[config.mk]
export PLATFORM = sky130hd
export DESIGN_NAME = ks_keystream_gen
export DESIGN_NICKNAME = d
export VERILOG_FILES = /design/src/rtl/ks_pkg.sv /design/src/rtl/ks_byte_rev.sv /design/src/rtl/ks_filter.sv /design/src/rtl/ks_core.sv /design/src/rtl/ks_ctrl.sv /design/src/rtl/ks_keystream_gen.sv
export SDC_FILE = /design/constraint.sdc
export NUM_CORES = 1
export LEC_CHECK = 0
export ABC_AREA = 1
export BUFFER_PORTS_ARGS = -buffer_cell sky130_fd_sc_hd__buf_2
export CAP_MARGIN = 30
export CELL_PAD_IN_SITES_DETAIL_PLACEMENT = 1
export CELL_PAD_IN_SITES_GLOBAL_PLACEMENT = 1
export CORE_MARGIN = 10
export CORE_UTILIZATION = 44
export CTS_BUF_LIST = sky130_fd_sc_hd__clkbuf_4 sky130_fd_sc_hd__clkbuf_8
export CTS_CLUSTER_DIAMETER = 30
export DETAILED_ROUTE_END_ITERATION = 7
export PLACE_DENSITY = 0.85
export SYNTH_ARGS = -nofsm -noshare
export SYNTH_HDL_FRONTEND = slang
export SYNTH_SLANG_ARGS = --single-unit
[constraint.sdc]
create_clock -name clk -period 3 [get_ports clk]
set_input_delay 0.75 -clock clk [delete_from_list [all_inputs] [get_ports clk]]
set_output_delay 0.75 -clock clk [all_outputs]
set_load 0.005 [all_outputs]
[src/rtl/ks_pkg.sv]
package ks_pkg;
  localparam int ST_W       = 48;
  localparam int KEY_W      = 48;
  localparam int SER_W      = 32;
  localparam int NON_W      = 32;
  localparam int INIT_STEPS = 32;
  localparam int BYTE_W     = 8;
  localparam int AUTH_BYTES = 4;
  localparam int AUTH_W     = AUTH_BYTES * BYTE_W;
  localparam int N_LUT      = 5;
  localparam int LUT_IN     = 4;
  localparam int N_TAPS     = N_LUT * LUT_IN;
  localparam int CNT_W      = $clog2((INIT_STEPS > AUTH_W) ? INIT_STEPS : AUTH_W);
  localparam int BIDX_W     = $clog2(BYTE_W);

  localparam logic [15:0] LUT_A   = 16'h2C79;
  localparam logic [15:0] LUT_B   = 16'h6671;
  localparam logic [31:0] LUT_TOP = 32'h7907287B;
  localparam logic [N_LUT-1:0] USE_A = 5'b10001;

  localparam int unsigned TAPF [N_TAPS] = '{
    1, 2, 4, 5,  7, 11, 13, 14,  16, 20, 22, 25,  27, 28, 30, 32,  33, 42, 43, 45};

  localparam logic [ST_W-1:0] FB_MASK = 48'hCE00_44C1_01CD;

  typedef enum logic [2:0] {
    S_IDLE, S_INIT, S_READY, S_GEN, S_HOLD, S_AUTH
  } ks_state_e;
endpackage

[src/rtl/ks_byte_rev.sv]
module ks_byte_rev #(
  parameter int W = 32
) (
  input  logic [W-1:0] din,
  output logic [W-1:0] dout
);
  localparam int NB = W / 8;
  for (genvar j = 0; j < NB; j++) begin : g_byte
    for (genvar b = 0; b < 8; b++) begin : g_bit
      assign dout[8*j + 7 - b] = din[8*j + b];
    end
  end
endmodule

[src/rtl/ks_filter.sv]
module ks_filter
  import ks_pkg::*;
(
  input  logic [N_TAPS-1:0] taps,
  output logic              ks
);
  logic [N_LUT-1:0] lvl1;

  for (genvar g = 0; g < N_LUT; g++) begin : g_lut
    logic [LUT_IN-1:0] idx;
    assign idx = taps[g*LUT_IN +: LUT_IN];
    if (USE_A[g]) begin : g_a
      assign lvl1[g] = LUT_A[idx];
    end else begin : g_b
      assign lvl1[g] = LUT_B[idx];
    end
  end

  assign ks = LUT_TOP[lvl1];
endmodule

[src/rtl/ks_core.sv]
module ks_core
  import ks_pkg::*;
(
  input  logic             clk,
  input  logic             rst_n,
  input  logic             load,
  input  logic [KEY_W-1:0] key_r,
  input  logic [SER_W-1:0] serial_r,
  input  logic [NON_W-1:0] nonce_r,
  input  logic             init_step,
  input  logic             run_step,
  output logic             ks_bit
);
  logic [ST_W-1:0]   st;
  logic [NON_W-1:0]  inj;
  logic [N_TAPS-1:0] run_taps, init_taps;
  logic              init_f;

  for (genvar t = 0; t < N_TAPS; t++) begin : g_tap
    assign run_taps[t]  = st[TAPF[t]];
    assign init_taps[t] = st[TAPF[t] + 1];
  end

  ks_filter u_run_f  (.taps(run_taps),  .ks(ks_bit));
  ks_filter u_init_f (.taps(init_taps), .ks(init_f));

  always_ff @(posedge clk or negedge rst_n) begin
    if (!rst_n) begin
      st  <= '0;
      inj <= '0;
    end else if (load) begin
      st  <= {key_r[15:0], serial_r};
      inj <= nonce_r ^ key_r[KEY_W-1:16];
    end else if (init_step) begin
      st  <= {init_f ^ inj[0], st[ST_W-1:1]};
      inj <= {1'b0, inj[NON_W-1:1]};
    end else if (run_step) begin
      st  <= {^(st & FB_MASK), st[ST_W-1:1]};
    end
  end

  // each mixing step is a right shift of the prior state
  a_r2_init_shift: assert property (@(posedge clk) disable iff (!rst_n)
    (init_step && !load) |=> st[ST_W-2:0] == $past(st[ST_W-1:1]));
  // each running step is a right shift of the prior state
  a_r5_run_shift: assert property (@(posedge clk) disable iff (!rst_n)
    (run_step && !load && !init_step) |=> st[ST_W-2:0] == $past(st[ST_W-1:1]));
  a_r5_step_exclusive: assert property (@(posedge clk) disable iff (!rst_n)
    !(run_step && init_step));
endmodule

[src/rtl/ks_ctrl.sv]
module ks_ctrl
  import ks_pkg::*;
(
  input  logic              clk,
  input  logic              rst_n,
  input  logic              start,
  input  logic              req_valid,
  input  logic [1:0]        req_mode,
  input  logic [AUTH_W-1:0] req_auth,
  input  logic              out_ready,
  input  logic              ks_bit,
  output logic              load,
  output logic              init_step,
  output logic              run_step,
  output logic              busy,
  output logic              done,
  output logic              req_ready,
  output logic              out_valid,
  output logic [BYTE_W-1:0] out_data,
  output logic              chk_done,
  output logic              chk_pass
);
  ks_state_e         state;
  logic [CNT_W-1:0]  cnt;
  logic              byte_mode;
  logic [BYTE_W-1:0] acc;
  logic [AUTH_W-1:0] cmp;
  logic              miss;
  logic [BYTE_W-1:0] acc_next;
  logic              byte_end, byte_bad, accept;

  assign busy      = !(state == S_IDLE || state == S_READY);
  assign load      = start && !busy;
  assign req_ready = (state == S_READY) && !start;
  assign accept    = req_valid && req_ready;
  assign init_step = (state == S_INIT);
  assign run_step  = (state == S_GEN) || (state == S_AUTH);
  assign out_valid = (state == S_HOLD);
  assign out_data  = acc;

  assign acc_next  = {acc[BYTE_W-2:0], ks_bit};
  assign byte_end  = (cnt[BIDX_W-1:0] == BIDX_W'(BYTE_W-1));
  assign byte_bad  = (acc_next ^ {BYTE_W{1'b1}}) != cmp[AUTH_W-1 -: BYTE_W];

  always_ff @(posedge clk or negedge rst_n) begin
    if (!rst_n) begin
      state     <= S_IDLE;
      cnt       <= '0;
      byte_mode <= 1'b0;
      acc       <= '0;
      cmp       <= '0;
      miss      <= 1'b0;
      done      <= 1'b0;
      chk_done  <= 1'b0;
      chk_pass  <= 1'b0;
    end else begin
      done     <= 1'b0;
      chk_done <= 1'b0;
      case (state)
        S_IDLE, S_READY: begin
          if (load) begin
            state <= S_INIT;
            cnt   <= '0;
          end else if (accept) begin
            byte_mode <= req_mode[0];
            cmp       <= req_auth;
            miss      <= 1'b0;
            acc       <= '0;
            cnt       <= '0;
            state     <= req_mode[1] ? S_AUTH : S_GEN;
          end
        end
        S_INIT: begin
          cnt <= cnt + 1'b1;
          if (cnt == CNT_W'(INIT_STEPS-1)) begin
            state <= S_READY;
            done  <= 1'b1;
          end
        end
        S_GEN: begin
          acc <= acc_next;
          cnt <= cnt + 1'b1;
          if (!byte_mode || byte_end) state <= S_HOLD;
        end
        S_HOLD: begin
          if (out_ready) state <= S_READY;
        end
        S_AUTH: begin
          acc <= acc_next;
          cnt <= cnt + 1'b1;
          if (byte_end) begin
            if (byte_bad) miss <= 1'b1;
            cmp <= cmp << BYTE_W;
          end
          if (cnt == CNT_W'(AUTH_W-1)) begin
            state    <= S_READY;
            chk_done <= 1'b1;
            chk_pass <= !(miss || byte_bad);
          end
        end
        default: state <= S_IDLE;
      endcase
    end
  end

  a_r2_done_pulse: assert property (@(posedge clk) disable iff (!rst_n)
    done |=> !done);
  a_r2_done_after_mix: assert property (@(posedge clk) disable iff (!rst_n)
    done |-> !busy && $past(state) == S_INIT);
  a_r3_no_restart: assert property (@(posedge clk) disable iff (!rst_n)
    (state == S_INIT && start) |=> (state == S_READY || cnt == $past(cnt) + 1'b1));
  a_r9_chk_pulse: assert property (@(posedge clk) disable iff (!rst_n)
    chk_done |=> !chk_done);
  a_r10_hold_stable: assert property (@(posedge clk) disable iff (!rst_n)
    (out_valid && !out_ready) |=> out_valid && $stable(out_data));
  a_r10_ready_idle: assert property (@(posedge clk) disable iff (!rst_n)
    req_ready |-> !busy && !out_valid);
endmodule

[src/rtl/ks_keystream_gen.sv]
module ks_keystream_gen
  import ks_pkg::*;
(
  input  logic              clk,
  input  logic              rst_n,
  input  logic              start,
  input  logic [KEY_W-1:0]  key_in,
  input  logic [SER_W-1:0]  serial_in,
  input  logic [NON_W-1:0]  nonce_in,
  output logic              busy,
  output logic              done,
  input  logic              req_valid,
  output logic              req_ready,
  input  logic [1:0]        req_mode,
  input  logic [AUTH_W-1:0] req_auth,
  output logic              out_valid,
  input  logic              out_ready,
  output logic [BYTE_W-1:0] out_data,
  output logic              chk_done,
  output logic              chk_pass
);
  logic [KEY_W-1:0] key_r;
  logic [SER_W-1:0] serial_r;
  logic [NON_W-1:0] nonce_r;
  logic load, init_step, run_step, ks_bit;

  ks_byte_rev #(.W(KEY_W)) u_rev_key (.din(key_in),    .dout(key_r));
  ks_byte_rev #(.W(SER_W)) u_rev_ser (.din(serial_in), .dout(serial_r));
  ks_byte_rev #(.W(NON_W)) u_rev_non (.din(nonce_in),  .dout(nonce_r));

  ks_core u_core (
    .clk(clk), .rst_n(rst_n), .load(load), .key_r(key_r),
    .serial_r(serial_r), .nonce_r(nonce_r), .init_step(init_step),
    .run_step(run_step), .ks_bit(ks_bit)
  );

  ks_ctrl u_ctrl (
    .clk(clk), .rst_n(rst_n), .start(start), .req_valid(req_valid),
    .req_mode(req_mode), .req_auth(req_auth), .out_ready(out_ready),
    .ks_bit(ks_bit), .load(load), .init_step(init_step), .run_step(run_step),
    .busy(busy), .done(done), .req_ready(req_ready), .out_valid(out_valid),
    .out_data(out_data), .chk_done(chk_done), .chk_pass(chk_pass)
  );
endmodule

Yosys cells after proc, flatten, opt, wreduce, memory -nomap -nowiden
Memory sizes are Yosys's and may differ from the RTL's.
Index checks and enable logic that the tools add are counted.

cells by class
  mux-type cells = 42
  reduce and logical (&&, ||, !) cells = 29
  bitwise logic cells = 4
  add/sub/neg operators = 1
  equal/unequal tests = 16
  magnitude comparators = 12

operators with widths
  operator             number
  $mux 32              5
  $mux 48              3
  $pmux 32 s2          1
  $lt 4x5->1 const B   10
  $reduce_xor 48->1    1
  $xor 32x32->32       1
  $mux 1               19
  $mux 3               6
  $mux 8               2
  $pmux 8 s2           1
  $lt 5x6->1 const B   2
  $pmux 3 s4           1
  $mux 5               2
  $ne 2x1->1 const B   5
  $pmux 5 s2           1
  $eq 3x3->1 const B   3
  $ne 8x8->1           1
  $not 8->8            1
  $reduce_and 4->1     2
  $reduce_bool 2->1    4
  $eq 3x2->1 const B   2
  $reduce_and 3->1     2
  $reduce_or 2->1      3
  $add 5x1->5 const B  1
  other kinds (15)     25

word-level totals
  word-level logic and storage cells = 127
  output and inout port bits = 14
  input bits = 151
  ROM bits = 224
  memories = 12
  register bits after elaboration = 133

memories
  name              depth  width  rd ports  clocked after Yosys merged registers in  wr ports  RTL line         RTL
  (name not given)  32     1      1         0                                        0         ks_filter.sv:19  assign ks = LUT_TOP[lvl1];
  (name not given)  32     1      1         0                                        0         ks_filter.sv:19
  (name not given)  16     1      1         0                                        0         ks_filter.sv:13  assign lvl1[g] = LUT_A[idx];
  (name not given)  16     1      1         0                                        0         ks_filter.sv:15  assign lvl1[g] = LUT_B[idx];
  (name not given)  16     1      1         0                                        0         ks_filter.sv:15
  (name not given)  16     1      1         0                                        0         ks_filter.sv:15
  +6 memories       --     --     --        --                                       --        --

Depth between registers and ports, before layout
  depth in word-level cells = 9
  gate-level depth with buffers = 20

Hierarchy
From an unflattened synthesis, not the netlist that was laid out.

unflattened totals
  cells, all modules = 1151
  area total of the unflattened synthesis = 9054.9 sq um

modules (own cells, without submodules)
  module                       cells each  instances  area an instance (sq um)
  ks_core                      494         1          4428.0
  ks_ctrl                      351         1          2732.6
  ks_filter                    97          2          526.8
  ks_byte_rev (u_rev_non ...)  32          2          240.2
  ks_byte_rev (u_rev_key)      48          1          360.3

Worst setup path before layout
OpenSTA, ideal clock, no wires.

  kind = reg-to-reg
  from = reg u_core.st[2]
  to = reg u_core.st[47]
  path slack = 977 ps
  cell stages (with the launch flop) = 15
  data required time = 2884 ps
  data arrival time = 1907 ps
  period minus slack after synthesis = 2023 ps
  path buffers = 0
  library setup time = 116 ps
  path through = dfrtp_1 -> ha_1 -> o21ai_0 -> a21oi_1 -> or2_2 -> inv_1 -> ha_1 -> nand3_1 -> nand3_1 -> nand3_1 -> nand3_1 -> nand3_1 -> nand3_1 -> nand2_1 -> nand2_1

on the way
  cells in the longest elaborated chain, start to end = 7
  elaborated cells between the ends (all ways) = 9

RTL lines
  what                          RTL line         RTL
  from (decl)                   ks_core.sv:14    logic [ST_W-1:0] st;
  from (signal assigned)        ks_core.sv:32    st <= {key_r[15:0], serial_r};
  from (signal assigned)        ks_core.sv:35    st <= {init_f ^ inj[0], st[ST_W-1:1]};
  from (signal assigned)        ks_core.sv:38    st <= {^(st & FB_MASK), st[ST_W-1:1]};
  $mem_v2 16x1                  --
  $mux 1 (not written as such)  ks_filter.sv:13
  $mem_v2 32x1                  --
  $mux 1 (not written as such)  ks_filter.sv:19
  $xor 1x1->1                   ks_core.sv:35
  $mux 48 *                     ks_core.sv:34    end else if (init_step) begin
  $mux 48 *                     ks_core.sv:31    end else if (load) begin

Every way passes the cells marked *; elsewhere a longest branch is shown, timed or not. The select of a mux whose other input is x is not followed.
A chain may end at the register's enable or synchronous reset.

Final worst setup path
  from = reg u_ctrl.state[2]
  to = reg u_core.inj[25]

on the way
  cells in the longest elaborated chain, start to end = 4
  elaborated cells between the ends (all ways) = 7

RTL lines
  what                                           RTL line       RTL
  from (decl)                                    ks_ctrl.sv:23  ks_state_e state;
  from (signal assigned)                         ks_ctrl.sv:70  state <= req_mode[1] ? S_AUTH : S_GEN;
  $eq 3x2->1 or $logic_not 3->1 (tied branches)  ks_ctrl.sv:32  assign busy = !(state == S_IDLE || state == S_READY);
  $logic_or 1x1->1                               ks_ctrl.sv:32
  $logic_and 1x1->1                              ks_ctrl.sv:33  assign load = start && !busy;
  $mux 32 or $reduce_bool 2->1 (tied branches)   --
  to (signal assigned)                           ks_core.sv:33  inj <= nonce_r ^ key_r[KEY_W-1:16];
  to (signal assigned)                           ks_core.sv:36  inj <= {1'b0, inj[NON_W-1:1]};
  to (decl)                                      ks_core.sv:15  logic [NON_W-1:0] inj;

Parallel ways exist; a longest one is shown, timed or not.

==> metrics list <==
- Critical path fanouts, max: 32
- Cell internal power was estimated by the tool at 5370 µW.
- Area growth from synthesis to layout: 19.3%
* Total detailed-routing wirelength: 22.5 mm
* Max-capacitance violation count: 0
- The cell that appears most often on the critical path is sky130_fd_sc_hd__inv_2.
* Fraction of registers with async set/reset: 100%
* Post-detailed-route wirelength per cell: 16.6 µm
- Dividing total power by cell area gives a power density of 1160 nW/µm².
- Clock transition at the registers of the reported paths: 0.09 ns
- Placed Cells: 1323
- Before CTS, the worst setup slack after placement is 0.522 ns.
- Synthesis produced a netlist whose cell count is 967.
* Worst slew pin tran: 0.684 ns
- In the global route stage, overall resource usage came out at 20.0%.
- Ant. Diodes: 0
- Count of warnings emitted by yosys: 0
- The die is 151 µm wide.
* Top library cells by usage in the layout, fill and taps aside: sky130_fd_sc_hd__nand2_1 (237), sky130_fd_sc_hd__o21ai_0 (176), sky130_fd_sc_hd__buf_2 (163)
- In this run the post-CTS setup repair buffer count came out at 0.
- Height of the die: 151 µm
- Starting utilization of the core area: 45.1%
- Remaining max-slew budget at the tightest pin: 54.3%
- CTS tree: built
- The H-tree was split into 4 levels.
- Adding up every negative setup slack in the final design gives 0 ns.
- Portion of the post-synthesis area used by sequential elements: 44.4%
- Die Area: 22700 µm²
* Detailed Place HPWL: 16.6 mm
- Vias after detailed routing: 6974
* Root cell of the clock tree: sky130_fd_sc_hd__clkbuf_8
- Number of global-route vias before repair: 7520
- For this block, the initial DRC count from the detailed router was 284.
- After the flow finishes, the layout carries non-filler instances totaling 1355.
- At the end of the flow, the number of nets in the layout was 1304.
- STA classifies the critical path endpoint as a register.
- Period utilisation layout: 79.5%
- Post-layout min period: 2.39 ns
- The endpoint identified for the worst register-to-register timing path is u_core.inj[25].
- For this run, design rule violations remaining after detail routing come to 0.
- For the worst flop-to-flop path, the logic depth is 9.
- For this design the total switching power over the nets is 5050 µW.
- RSZ-0062 raised after global routing: no
- The worst-case IR drop observed on VDD is 0.491 mV.
* Launching point of the worst reg2reg path: u_ctrl.state[2]
- Sum of internal, switching and leakage power: 10400 µW
- Setup CP Type: reg2reg
- Delay contributed by the slowest stage of the critical path: 0.47 ns
* Insertion delay of the later-clocked pin in the worst-skew pair: 0.45 ns
- Broken down by cell family, the worst path's largest delay share belongs to simple AND/OR/NAND/NOR gates.
- Core footprint: 16600 µm²
- Among all stages on the critical path, the largest delay is contributed by sky130_fd_sc_hd__nand2_1.
- Share of total power consumed by net switching: 48.5%
* Total grt overflow: 0
* Cell Chain, Critical Path: nor3_2 > inv_2 > nand2_2 > inv_2 > nor2_4 > clkinv_2 > nand2_1 > buf_4 > o21ai_0
* Sequential group share of total power: 31.9%
- Post-route setup slack: 0.614 ns
* Post-CTS Resized: 0
* Status: finished clean
- Number of buffers inserted during clock tree synthesis: 17
* Crit start category: register
* Clk pwr share: 14.7%
- After synthesis, the netlist uses 35 different library cells.
* Row Count: 47
* Quantity of I/O buffers inserted on ports: 164
* TritonCTS sink count: 133
- Post-detailed-route count of antenna-violating nets: 0
* Largest net degree at the start of global routing: 59
* First-pass iteration count of the detailed router: 5
* CTS max path bufs: 2
- Counting both buffers and inverters, the worst setup path holds a total of 4.
* Number of placed I/O pins: 165
- Leak: 0.00463 µW
* Worst clock skew on the final layout: 0.0115 ns
- In the final layout, the share of cells above drive strength 1 is 20.6%.
* Flops & latches, synth: 133
- Number of flops mapped to enable cells by yosys: 0
- The cell area that synthesis handed to floorplanning was 7500 µm².
* Synthesized netlist net count: 1149
* Required time worst endpoint: 3.32 ns
- Final Slew Violations: 0
* Min-Delay Path Class: in2async
- The critical path runs through a total of 9 cells.
- The most critical setup path has its startpoint at u_ctrl.state[2].
- After synthesis, the mean cell area works out to 7.76 µm².
* Final hold violations: 0
- Power share of the combinational group: 53.4%
- First-pass GRT wire length: 36.5 mm
* Initial antenna violation count: 0
* RePlAce Congestion: 0.820
- In the synthesized netlist the dominant register cell turns out to be sky130_fd_sc_hd__dfrtp_1.
- For this design, the CTS-stage hold fixing added 0 buffers.
- Leaving out fill and tap cells, the most frequent cell in the layout is sky130_fd_sc_hd__nand2_1.
- Setup violations remaining at the end of the flow were counted as 0.
* F_max: 0.419 GHz
* WP data arrival: 2.71 ns
* Routed vias/inst: 5.15
- Flop2flop setup slack: 0.61 ns
-- power groups by stage --
| stage | clock network [µW] | logic (µW) | registers [µW] |
|---|---|---|---|
| after CTS | 1560 | 5640 | 3320 |
| after floorplan | 0 | 4130 | 3150 |
| after global placement | 0 | 5240 | 3300 |
| after detailed placement | 0 | 5580 | 3340 |
| after global routing | 1650 | 6470 | 3430 |
| final | 1530 | 5570 | 3320 |
-- logic make-up after synthesis --
family / count (synthesis) / synth area share (%)
buffers and inverters: 169 / 8.99
flip-flops: 133 / 44.4
AO/OA/AOI/OAI: 252 / 18.2
adder cells (fa/ha/maj): 31 / 5.17
multiplexers: 2 / 0.300
AND/OR/NAND/NOR: 338 / 18.1
XOR/XNOR: 42 / 4.90
-- cell type report --
| type | instances | area (µm²) |
|---|---|---|
| inverters | 124 | 467 |
| flip-flops and latches | 133 | 3330 |
| fillers | 2167 | 7690 |
| well taps | 220 | 275 |
| clock inverters | 15 | 155 |
| clock buffers | 17 | 234 |
| repair buffers | 181 | 980 |
| multi-input cells | 665 | 3510 |
-- routing by layer --
metal  global-route usage (%)  vias up  wire (µm)
li1                         -     3436          -
met1                     23.4     3388       9640
met2                     36.0      133      11700
met3                     4.62       17        936
met4                     4.71        0        253
met5                        0        -          0
-- synth_stat cells (all sizes together) (8+ instances only) --
cell type | n | area [µm²]
inv | 124 | 465
o21ai | 184 | 921
a31oi | 37 | 231
clkbuf | 21 | 80.1
xor2 | 39 | 342
nand2 | 239 | 902
o22ai | 8 | 50.1
nand3 | 28 | 140
nor2 | 61 | 249
a21oi | 9 | 45.0
buf | 24 | 129
dfrtp | 133 | 3330
ha | 31 | 388
-- worst reg2reg max path: stages (launching register included) --
cell and delay [ns]:
sky130_fd_sc_hd__dfrtp_1 0.46, sky130_fd_sc_hd__nor3_2 0.21, sky130_fd_sc_hd__inv_2 0.08, sky130_fd_sc_hd__nand2_2 0.10, sky130_fd_sc_hd__inv_2 0.09, sky130_fd_sc_hd__nor2_4 0.12
sky130_fd_sc_hd__clkinv_2 0.40, sky130_fd_sc_hd__nand2_1 0.47, sky130_fd_sc_hd__buf_4 0.23, sky130_fd_sc_hd__o21ai_0 0.11
-- per-stage QoR --
stage | utilization, % | cell area (µm²) | hold WS [ns]
2_1_floorplan | - | 7500 | 0.453
3_3_place_gp | 51.5 | 8560 | 0.478
3_5_place_dp | 51.5 | 8560 | 0.488
4_1_cts | 53.8 | 8950 | 0.273
5_1_grt | 53.8 | 8950 | 0.292
6_report | 53.8 | 8950 | 0.261
-- state kept, by name, summed over array words and instances (netlist names) --
name and cells:
u_ctrl.cnt 5, u_ctrl.miss 1, u_ctrl.state 3, u_ctrl.chk_pass 1, u_ctrl.out_data 8, u_ctrl.byte_mode 1, u_ctrl.chk_done 1, u_ctrl.done 1
u_core.st 48, u_core.inj 32, u_ctrl.cmp 32
-- how the worst max path moves through the flow --
stage	end	slack, ns
4_1_cts	u_core.inj[6]	0.58
3_5_place_dp	u_core.inj[6]	0.52
2_1_floorplan	u_core.st[47]	0.98
5_1_grt	u_core.inj[4]	0.42
6_report	u_core.inj[25]	0.61
3_3_place_gp	u_core.inj[0]	0.62
Power figures use the tool's default switching activity.
